--- src/rtl/spi_eng_pkg.sv ---
package spi_eng_pkg;
    typedef enum logic [2:0] {
        ST_IDLE,
        ST_LOAD,
        ST_SHIFT,
        ST_FINISH,
        ST_STALL
    } eng_state_e;
endpackage

--- src/rtl/spi_cs_ctrl.sv ---
module spi_cs_ctrl #(
    parameter int NUM_CS = 4,
    localparam int SEL_W = $clog2(NUM_CS)
) (
    input  logic              clk,
    input  logic              rst_n,
    input  logic [SEL_W-1:0]  cs_sel,
    input  logic [NUM_CS-1:0] cs_pol,
    input  logic              cs_force,
    input  logic              cs_auto,
    input  logic              busy,
    input  logic              no_tristate,
    input  logic              cs_tristate,
    output logic [NUM_CS-1:0] cs_line,
    output logic              cs_oe,
    output logic              pin_oe
);
    logic assert_sel;

    assign assert_sel = cs_force | (cs_auto & busy);

    for (genvar i = 0; i < NUM_CS; i++) begin : g_line
        logic hit;
        assign hit        = assert_sel && (cs_sel == SEL_W'(i));
        assign cs_line[i] = hit ? cs_pol[i] : ~cs_pol[i];
    end

    assign cs_oe  = ~cs_tristate;
    assign pin_oe = busy | no_tristate;

    AST_ONE_CS_ACTIVE: assert property (@(posedge clk) disable iff (!rst_n)
        $onehot0(~(cs_line ^ cs_pol))) else $error("more than one CS active");
endmodule

--- src/rtl/spi_shift_path.sv ---
module spi_shift_path #(
    parameter int DATA_W = 32,
    localparam int IDX_W = $clog2(DATA_W)
) (
    input  logic              clk,
    input  logic              rst_n,
    input  logic              load,
    input  logic              lead,
    input  logic              trail,
    input  logic              sample_first,
    input  logic              loopback,
    input  logic              clk_idle_high,
    input  logic              miso,
    input  logic [IDX_W-1:0]  last_idx,
    input  logic [DATA_W-1:0] tx_data,
    output logic              mosi,
    output logic              sclk,
    output logic              sclk_act,
    output logic              bit_zero,
    output logic [DATA_W-1:0] rx_word
);
    logic [DATA_W-1:0] tx_word;
    logic [DATA_W-1:0] rx_sh;
    logic [IDX_W-1:0]  bit_idx;
    logic              mosi_r;
    logic              sclk_r;
    logic              din;

    assign din = loopback ? mosi_r : miso;

    always_ff @(posedge clk or negedge rst_n) begin
        if (!rst_n) begin
            tx_word <= '0;
            rx_sh   <= '0;
            bit_idx <= '0;
            mosi_r  <= 1'b0;
            sclk_r  <= 1'b0;
        end else if (load) begin
            tx_word <= tx_data;
            rx_sh   <= '0;
            bit_idx <= last_idx;
            sclk_r  <= 1'b0;
            if (sample_first) mosi_r <= tx_data[last_idx];
        end else if (lead) begin
            sclk_r <= 1'b1;
            if (sample_first) rx_sh  <= {rx_sh[DATA_W-2:0], din};
            else              mosi_r <= tx_word[bit_idx];
        end else if (trail) begin
            sclk_r <= 1'b0;
            if (!sample_first) rx_sh <= {rx_sh[DATA_W-2:0], din};
            if (bit_idx != '0) begin
                bit_idx <= bit_idx - IDX_W'(1);
                if (sample_first) mosi_r <= tx_word[bit_idx - IDX_W'(1)];
            end
        end
    end

    assign mosi     = mosi_r;
    assign sclk_act = sclk_r;
    assign sclk     = sclk_r ^ clk_idle_high;
    assign bit_zero = (bit_idx == '0);
    assign rx_word  = rx_sh;

    AST_MOSI_HOLD_LEAD: assert property (@(posedge clk) disable iff (!rst_n)
        (lead && sample_first) |=> $stable(mosi_r)) else $error("mosi moved at sample edge");
    AST_MOSI_HOLD_TRAIL: assert property (@(posedge clk) disable iff (!rst_n)
        (trail && !sample_first) |=> $stable(mosi_r)) else $error("mosi moved at sample edge");
endmodule

--- src/rtl/spi_shift_engine.sv ---
module spi_shift_engine
    import spi_eng_pkg::*;
#(
    parameter int DATA_W = 32,
    parameter int NUM_CS = 4,
    parameter int CNT_W  = 16,
    localparam int IDX_W = $clog2(DATA_W),
    localparam int SEL_W = $clog2(NUM_CS)
) (
    input  logic              clk,
    input  logic              rst_n,
    input  logic [IDX_W-1:0]  word_len_m1,
    input  logic              sample_first,
    input  logic              loopback,
    input  logic              clk_idle_high,
    input  logic [SEL_W-1:0]  cs_sel,
    input  logic [NUM_CS-1:0] cs_pol,
    input  logic              cs_force,
    input  logic              cs_auto,
    input  logic              no_tristate,
    input  logic              cs_tristate,
    input  logic              tick,
    input  logic              go,
    input  logic [CNT_W-1:0]  go_words,
    input  logic              tx_valid,
    input  logic [DATA_W-1:0] tx_data,
    output logic              tx_pop,
    input  logic              rx_full,
    output logic              rx_push,
    output logic [DATA_W-1:0] rx_data,
    input  logic              miso,
    output logic              spi_sclk,
    output logic              spi_mosi,
    output logic [NUM_CS-1:0] spi_cs,
    output logic              cs_oe,
    output logic              pin_oe,
    output logic              busy,
    output logic              done,
    output logic              clk_underrun,
    output logic              clk_overrun
);
    localparam logic [IDX_W-1:0] MIN_IDX = IDX_W'(3);

    eng_state_e       state, state_nx;
    logic [CNT_W-1:0] words_left;
    logic             half;
    logic [IDX_W-1:0] last_idx;
    logic             load, lead, trail, bit_zero, sclk_act, last_word;

    assign last_idx  = (word_len_m1 < MIN_IDX) ? MIN_IDX : word_len_m1;
    assign last_word = (words_left == CNT_W'(1));

    // state register
    always_ff @(posedge clk or negedge rst_n) begin
        if (!rst_n) state <= ST_IDLE;
        else        state <= state_nx;
    end

    always_comb begin
        state_nx = state;
        unique case (state)
            ST_IDLE:   if (go && go_words != '0) state_nx = ST_LOAD;
            ST_LOAD:   state_nx = tx_valid ? ST_SHIFT : ST_STALL;
            ST_SHIFT:  if (tick && half && bit_zero) state_nx = ST_FINISH;
            ST_FINISH: state_nx = last_word ? ST_IDLE : ST_LOAD;
            ST_STALL:  if (tx_valid) state_nx = ST_LOAD;
            default:   state_nx = ST_IDLE;
        endcase
    end

    // word count and half-period phase
    always_ff @(posedge clk or negedge rst_n) begin
        if (!rst_n) begin
            words_left <= '0;
            half       <= 1'b0;
        end else begin
            if (state == ST_IDLE && go && go_words != '0) words_left <= go_words;
            else if (state == ST_FINISH)                    words_left <= words_left - CNT_W'(1);
            if (state == ST_LOAD)                    half <= 1'b0;
            else if (state == ST_SHIFT && tick)      half <= ~half;
        end
    end

    // outputs
    always_comb begin
        load         = (state == ST_LOAD) && tx_valid;
        tx_pop       = load;
        clk_underrun = (state == ST_LOAD) && !tx_valid;
        lead         = (state == ST_SHIFT) && tick && !half;
        trail        = (state == ST_SHIFT) && tick && half;
        rx_push      = (state == ST_FINISH) && !rx_full;
        clk_overrun  = (state == ST_FINISH) && rx_full;
        done         = (state == ST_FINISH) && last_word;
        busy         = (state != ST_IDLE);
    end

    spi_shift_path #(.DATA_W(DATA_W)) u_path (
        .clk          (clk),
        .rst_n        (rst_n),
        .load         (load),
        .lead         (lead),
        .trail        (trail),
        .sample_first (sample_first),
        .loopback     (loopback),
        .clk_idle_high(clk_idle_high),
        .miso         (miso),
        .last_idx     (last_idx),
        .tx_data      (tx_data),
        .mosi         (spi_mosi),
        .sclk         (spi_sclk),
        .sclk_act     (sclk_act),
        .bit_zero     (bit_zero),
        .rx_word      (rx_data)
    );

    spi_cs_ctrl #(.NUM_CS(NUM_CS)) u_cs (
        .clk        (clk),
        .rst_n      (rst_n),
        .cs_sel     (cs_sel),
        .cs_pol     (cs_pol),
        .cs_force   (cs_force),
        .cs_auto    (cs_auto),
        .busy       (busy),
        .no_tristate(no_tristate),
        .cs_tristate(cs_tristate),
        .cs_line    (spi_cs),
        .cs_oe      (cs_oe),
        .pin_oe     (pin_oe)
    );

    AST_SCLK_ON_TICK: assert property (@(posedge clk) disable iff (!rst_n)
        (sclk_act != $past(sclk_act)) |-> $past(tick)) else $error("sclk edge without tick");
    AST_IDLE_SCLK: assert property (@(posedge clk) disable iff (!rst_n)
        (state == ST_IDLE) |-> (spi_sclk == clk_idle_high)) else $error("sclk not idle");
    AST_STALL_QUIET: assert property (@(posedge clk) disable iff (!rst_n)
        (state == ST_STALL) |-> !sclk_act) else $error("sclk active in stall");
endmodule

--- config.mk ---
export PLATFORM = sky130hd
export DESIGN_NAME = spi_shift_engine
export DESIGN_NICKNAME = d
export VERILOG_FILES = /design/src/rtl/spi_eng_pkg.sv /design/src/rtl/spi_cs_ctrl.sv /design/src/rtl/spi_shift_path.sv /design/src/rtl/spi_shift_engine.sv
export SDC_FILE = /design/constraint.sdc
export NUM_CORES = 1
export LEC_CHECK = 0
export BUFFER_PORTS_ARGS = -buffer_cell sky130_fd_sc_hd__buf_4
export CAP_MARGIN = 20
export CORE_MARGIN = 2
export CORE_UTILIZATION = 48
export CTS_CLUSTER_SIZE = 12
export DETAILED_ROUTE_END_ITERATION = 10
export PLACE_DENSITY = 0.74
export SKIP_CTS_REPAIR_TIMING = 1
export SYNTH_ARGS = -nofsm -noshare
export SYNTH_HDL_FRONTEND = slang
export SYNTH_HIERARCHICAL = 1
export SYNTH_SLANG_ARGS = --single-unit
--- constraint.sdc ---
create_clock -name clk -period 6.17 [get_ports clk]
set_clock_uncertainty 0.1 [all_clocks]
set_input_delay 0.9255 -clock clk [delete_from_list [all_inputs] [get_ports clk]]
set_output_delay 0.9255 -clock clk [all_outputs]
set_load 0.01 [all_outputs]
* Word-level counts from Yosys, hierarchy flattened
Cells that the tools add are included.
** Word-level totals
- Output and inout bits :: 46
- Flip-flop bits (word level) :: 91
- Logic and storage cells :: 118
- Bits of input ports :: 73
** Operators by class
- Add/subtract/negate cells :: 2
- Muxes and demuxes :: 41
- Bitwise gates (word level) :: 10
- Eq/ne operators :: 17
- Magnitude comparators :: 4
- Reductions and logical operators :: 36
** Operator list (number)
- two-way mux 32 bit :: 5
- two-way mux 16 bit :: 2
- two-way mux 5 bit :: 5
- two-way mux 1 bit :: 21
- less-than comparator 5 x 6 -> 1 bit, second input constant :: 3
- logical AND 1 bit :: 17
- == test 16 x 1 -> 1 bit, second input constant :: 1
- nonzero test 16 bit :: 1
- subtractor 16 x 1 -> 16 bit, second input constant :: 1
- binary-select mux 1 bit (select 5 bit) :: 3
- case mux 3 bit (5 select lines) :: 1
- two-way mux 3 bit :: 4
- != test 2 bit, second input constant :: 5
- AND reduction 3 bit :: 3
- nonzero test 3 bit :: 3
- nonzero test 2 bit :: 4
- == test 3 x 2 -> 1 bit, second input constant :: 2
- != test 3 bit, second input constant :: 2
- inverter 1 bit :: 6
- logical NOT 5 bit :: 1
- less-than comparator 5 x 2 -> 1 bit, second input constant :: 1
- AND reduction 5 bit :: 1
- nonzero test 5 bit :: 1
- subtractor 5 x 1 -> 5 bit, second input constant :: 1
- other kinds (12) :: 16

* Depth between registers and ports, before layout
- Depth in word-level cells :: 8
- Gate-level depth with buffers :: 10
- Gate-level depth less buffers :: 8

* Cells and area by module
Netlist, hierarchy kept.
** By module, submodules not included
- spi_shift_path :: instances 1, cells an instance 333, sequential area each 1776.7 um^2, area an instance 3822.4 um^2
- spi_shift_engine :: instances 1, cells an instance 153, sequential area each 500.5 um^2, area an instance 1341.3 um^2
- spi_cs_ctrl :: instances 1, cells an instance 12, sequential area each 0.0 um^2, area an instance 81.3 um^2

* Worst setup path after synthesis
Ideal clock, no wire load.
- Path kind :: input -> register
- Start point :: input word_len_m1[4]
- End point :: register u_path.mosi_r (netlist: u_path/mosi)
- Setup time :: 142 ps
- Arrival time :: 2543 ps
- Path buffers :: 1
- Slack :: 3385 ps
- Required time :: 5928 ps
- Cell stages on the path :: 9
- Cell sequence :: nor3_1 -> or2_2 -> buf_2 -> mux4_2 -> mux2_2 -> nand3b_1 -> o211ai_1 -> a22oi_1 -> a41oi_1
** Between the ends
- Cells in the longest elaborated chain, start to end :: 6
** Ends and longest elaborated chain
- start, declared :: RTL line spi_shift_engine.sv:12 : input logic [IDX_W-1:0] word_len_m1,
- less-than comparator 5 x 2 -> 1 bit :: RTL line spi_shift_engine.sv:50 : assign last_idx = (word_len_m1 < MIN_IDX) ? MIN_IDX : word_len_m1;
- two-way mux 5 bit :: RTL line spi_shift_engine.sv:50
- named net last_idx[0] :: RTL line spi_shift_engine.sv:47 : logic [IDX_W-1:0] last_idx;
- binary-select mux 1 bit (select 5 bit) :: RTL line spi_shift_path.sv:43 : if (sample_first) mosi_r <= tx_data[last_idx];
- two-way mux 1 bit (not written as such) :: RTL line spi_shift_path.sv:43
- two-way mux 1 bit :: RTL line spi_shift_path.sv:43
- two-way mux 1 bit :: RTL line spi_shift_path.sv:38 : end else if (load) begin
- end signal, assigned :: RTL line spi_shift_path.sv:43
- end signal, assigned :: RTL line spi_shift_path.sv:47 : else mosi_r <= tx_word[bit_idx];
- end signal, assigned :: RTL line spi_shift_path.sv:53 : if (sample_first) mosi_r <= tx_word[bit_idx - IDX_W'(1)];
- end, declared :: RTL line spi_shift_path.sv:25 : logic mosi_r;
The timed path passes the listed nets, and every way through them passes these cells. The select of a mux whose other input is x is not followed.
A chain may end at the register's enable or synchronous reset.

* Final worst setup path
- Start point :: register u_path.bit_idx[0]
- End point :: register u_path.mosi_r (netlist: u_path/mosi)
** Between the ends
- Cells in the longest elaborated chain, start to end :: 8
- Elaborated cells on any way between the ends :: 15
- Classes of those cells :: 1 x add/sub; 1 x eq/ne; 10 x mux; 3 x reduce/logical
** Ends and longest elaborated chain
- start, declared :: RTL line spi_shift_path.sv:24 : logic [IDX_W-1:0] bit_idx;
- start signal, assigned :: RTL line spi_shift_path.sv:41 : bit_idx <= last_idx;
- start signal, assigned :: RTL line spi_shift_path.sv:52 : bit_idx <= bit_idx - IDX_W'(1);
- subtractor 5 x 1 -> 5 bit :: RTL line spi_shift_path.sv:53
- binary-select mux 1 bit (select 5 bit) :: RTL line spi_shift_path.sv:53
- two-way mux 1 bit (not written as such) :: RTL line spi_shift_path.sv:53
- two-way mux 1 bit :: RTL line spi_shift_path.sv:53
- two-way mux 1 bit :: RTL line spi_shift_path.sv:51 : if (bit_idx != '0) begin
- two-way mux 1 bit :: RTL line spi_shift_path.sv:48 : end else if (trail) begin
- two-way mux 1 bit :: RTL line spi_shift_path.sv:44 : end else if (lead) begin
- two-way mux 1 bit :: RTL line spi_shift_path.sv:38
Several ways; a longest one is shown, not always the timed one. The select of a mux whose other input is x is not followed.

==> impl_metrics.json <==
{
  "path_cells": "inv_1 > ha_1 > mux4_2 > mux4_2 > nand3_1 > a41oi_1",
  "vias_per_cell": 5.672,
  "synth_edf_count": 0,
  "clk_path_buf_depth": 2,
  "crit_arrival_ns": 3.33,
  "async_flop_share": 1.000,
  "setup_viol": 0,
  "required_ns": 6.31,
  "fin_tns_setup_ns": 0,
  "yosysSeqAreaShare": 0.4342,
  "yosys.area.top_type": "dfrtp_1",
  "cts-root-buf": "clkbuf_8",
  "outcome": "finished clean",
  "drt_pass1_iterations": 5,
  "worst_path_max_delay_cell": "dfrtp_1",
  "area_growth_pct": 21.80,
  "fin_util": 0.5946,
  "die_h_um": 108.5,
  "hold_class": "register to register",
  "layout-drive-gt1-share": 0.3400,
  "clk_latency_ns": 0.37,
  "syn_avg_cell_area_sq_um": 10.53,
  "h-tree-depth": 3,
  "route.detailed.drc": 0,
  "yosys-top-cells-area": "dfrtp_1, mux4_2, mux2_2",
  "yosys_register_bits": 91,
  "grt_max_degree": 65,
  "drt_iter0_drc": 281,
  "p_total_mw": 2.726,
  "ys_types": 58,
  "critPathKind": "register to register",
  "finalNonFillerCells": 740,
  "r2r_setup_slack_ns": 2.98,
  "ys.flop_type": "dfrtp_1",
  "wire_per_inst_um": 16.70,
  "slew_headroom": 0.3025,
  "core_area_sq_um": 10750,
  "antenna_left": 0,
  "cts_tree": "yes",
  "num-nets-final": 672,
  "path_clk_slew_ns": 0.10,
  "initial_core_util": 0.4881,
  "grt_pass1_wl_um": 19780,
  "cp-end-kind": "register",
  "antenna_found_initial": 0,
  "grt_use_total": 0.2168,
  "pin_count": 119,
  "p_per_area_nw_per_um2": 426.7,
  "drt-total-wl_um": 12360,
  "nFillCells": 938,
  "hold_viol_final": 0,
  "place.gp.congestion": 0.8615,
  "antenna_cells": 0,
  "cp_max_fo": 21,
  "dieArea_sq_um": 11780,
  "max_slew.worst_pin.slew_ns": 1.046,
  "syn-instance-count": 498,
  "hpwl_um": 9045,
  "rows": 38,
  "io_buffers": 118,
  "die_w_um": 108.5,
  "grt_pass1_vias": 3992,
  "start_kind": "register",
  "grt_remaining_overflow": 0,
  "fmax_mhz": 313.5,
  "drv_cap": 0,
  "fin_crit_sh": 0.5170,
  "cpMostUsedCell": "mux4_2",
  "power.leakage_nw": 2.713,
  "vias": 4197,
  "netlist_area_sq_um": 5245,
  "slowest_delay_ns": 1.05,
  "synth_top_area_share": 0.4342,
  "synth_nets": 575,
  "rsz0062_at_grt": "no",
  "min_period_ns": 3.190,
  "cts_buffers": 9,
  "yosys_warnings": 6,
  "ir_drop_mv": 0.1764,
  "placed_cells": 724,
  "slew_violations": 0,
  "cts_sinks": 91
}
==> registers in the layout (all words and copies together), names as in the netlist <==
signal           flops
u_path/bit_idx       5
u_path/tx_word      32
u_path/mosi          1
u_path/rx_word      32
words_left          16
half                 1
state                3
u_path/sclk_act      1
==> cell families after synthesis <==
logic type | after synthesis | share of synthesized area
muxes | 72 | 0.1913
adders and majority gates | 4 | 0.009542
DFF | 91 | 0.4342
and+or+nand+nor | 179 | 0.1820
AOI/OAI and AO/OA | 89 | 0.1136
buffers and inverters | 45 | 0.03936
xor gates and xnor gates | 18 | 0.03006
==> worst paths after layout <==
| path | start | cells past startpoint | endpoint |
|---|---|---|---|
| worst max-delay path | u_path/bit_idx[0] | 6 | u_path/mosi |
| worst min-delay path | u_path/rx_word[31] | 2 | u_path/rx_word[31] |
| worst max register to register | u_path/bit_idx[0] | 6 | u_path/mosi |
| worst min register to register | u_path/rx_word[31] | 2 | u_path/rx_word[31] |
| max in group asynchronous | rst_n | 2 | u_path/tx_word[31] |
| min in group asynchronous | rst_n | 1 | words_left[8] |
==> cells in the mapped netlist, types with 5 or more instances <==
cell       n
clkbuf_1  26
dfrtp_1   91
inv_1     10
mux2_2    36
mux2i_1   17
mux4_2    19
nand2_1   63
nand2b_1  35
nand3_1    7
nor2_1    16
nor2b_1    5
nor3_1    12
o211ai_1   6
o21ai_0   47
or4_1      5
xnor2_1   10
xor2_1     8
==> where the power goes <==
| part | internal (mW) | switching, mW |
|---|---|---|
| combinational | 0.651 | 0.550 |
| sequential | 0.819 | 0.273 |
| clock | 0.197 | 0.236 |
| total | 1.67 | 1.06 |
==> cell usage in the layout (no fill, tap or decap), drive strengths merged, types with 5 or more instances in the layout <==
cell / n
nand3: 7
dfrtp: 91
a21oi: 5
o21ai: 48
mux2: 36
buf: 121
inv: 14
nand2b: 35
xor2: 8
mux4: 19
nand2: 63
nor3: 12
or4: 7
mux2i: 17
nor2: 16
nor2b: 5
o211ai: 6
clkbuf: 9
xnor2: 10
==> worst max-delay path, delay by kind of cell (launching register included) <==
| family | cells | cell delay (ns) |
|---|---|---|
| AOI/OAI and AO/OA | 1 | 0.13 |
| DFF | 1 | 1.05 |
| muxes | 2 | 0.87 |
| adders and majority gates | 1 | 0.64 |
| buffers and inverters | 1 | 0.18 |
| and+or+nand+nor | 1 | 0.09 |
==> routing by layer <==
layer  track usage  vias to the layer above  share of wire
met3       0.03978                       19          0.065
met1        0.2826                     2029           0.42
met2        0.3656                      158           0.50
met5             0                        -              0
li1              -                     1991              -
met4       0.07051                        0          0.016
==> through the flow <==
stage,worst slack [ns],instance area [sq um],hold WS (ns)
2_1_floorplan,3.385,5245,0.3789
3_3_place_gp,2.998,6175,0.3670
3_5_place_dp,2.916,6175,0.3716
4_1_cts,2.968,6389,0.3963
5_1_grt,2.831,6389,0.4210
6_report,2.980,6389,0.3926
==> layout make-up <==
class | instances | area (sq um) | area share
multi-input combinational | 362 | 2776 | 0.4346
sequential | 91 | 2277 | 0.3564
timing repair buffer | 121 | 908.4 | 0.1422
tap | 140 | 175.2 | 0.02742
clock buffer | 9 | 123.9 | 0.01939
clock inverter | 7 | 90.09 | 0.01410
inverter | 10 | 37.54 | 0.005875
(Power assumes the default switching activity.)
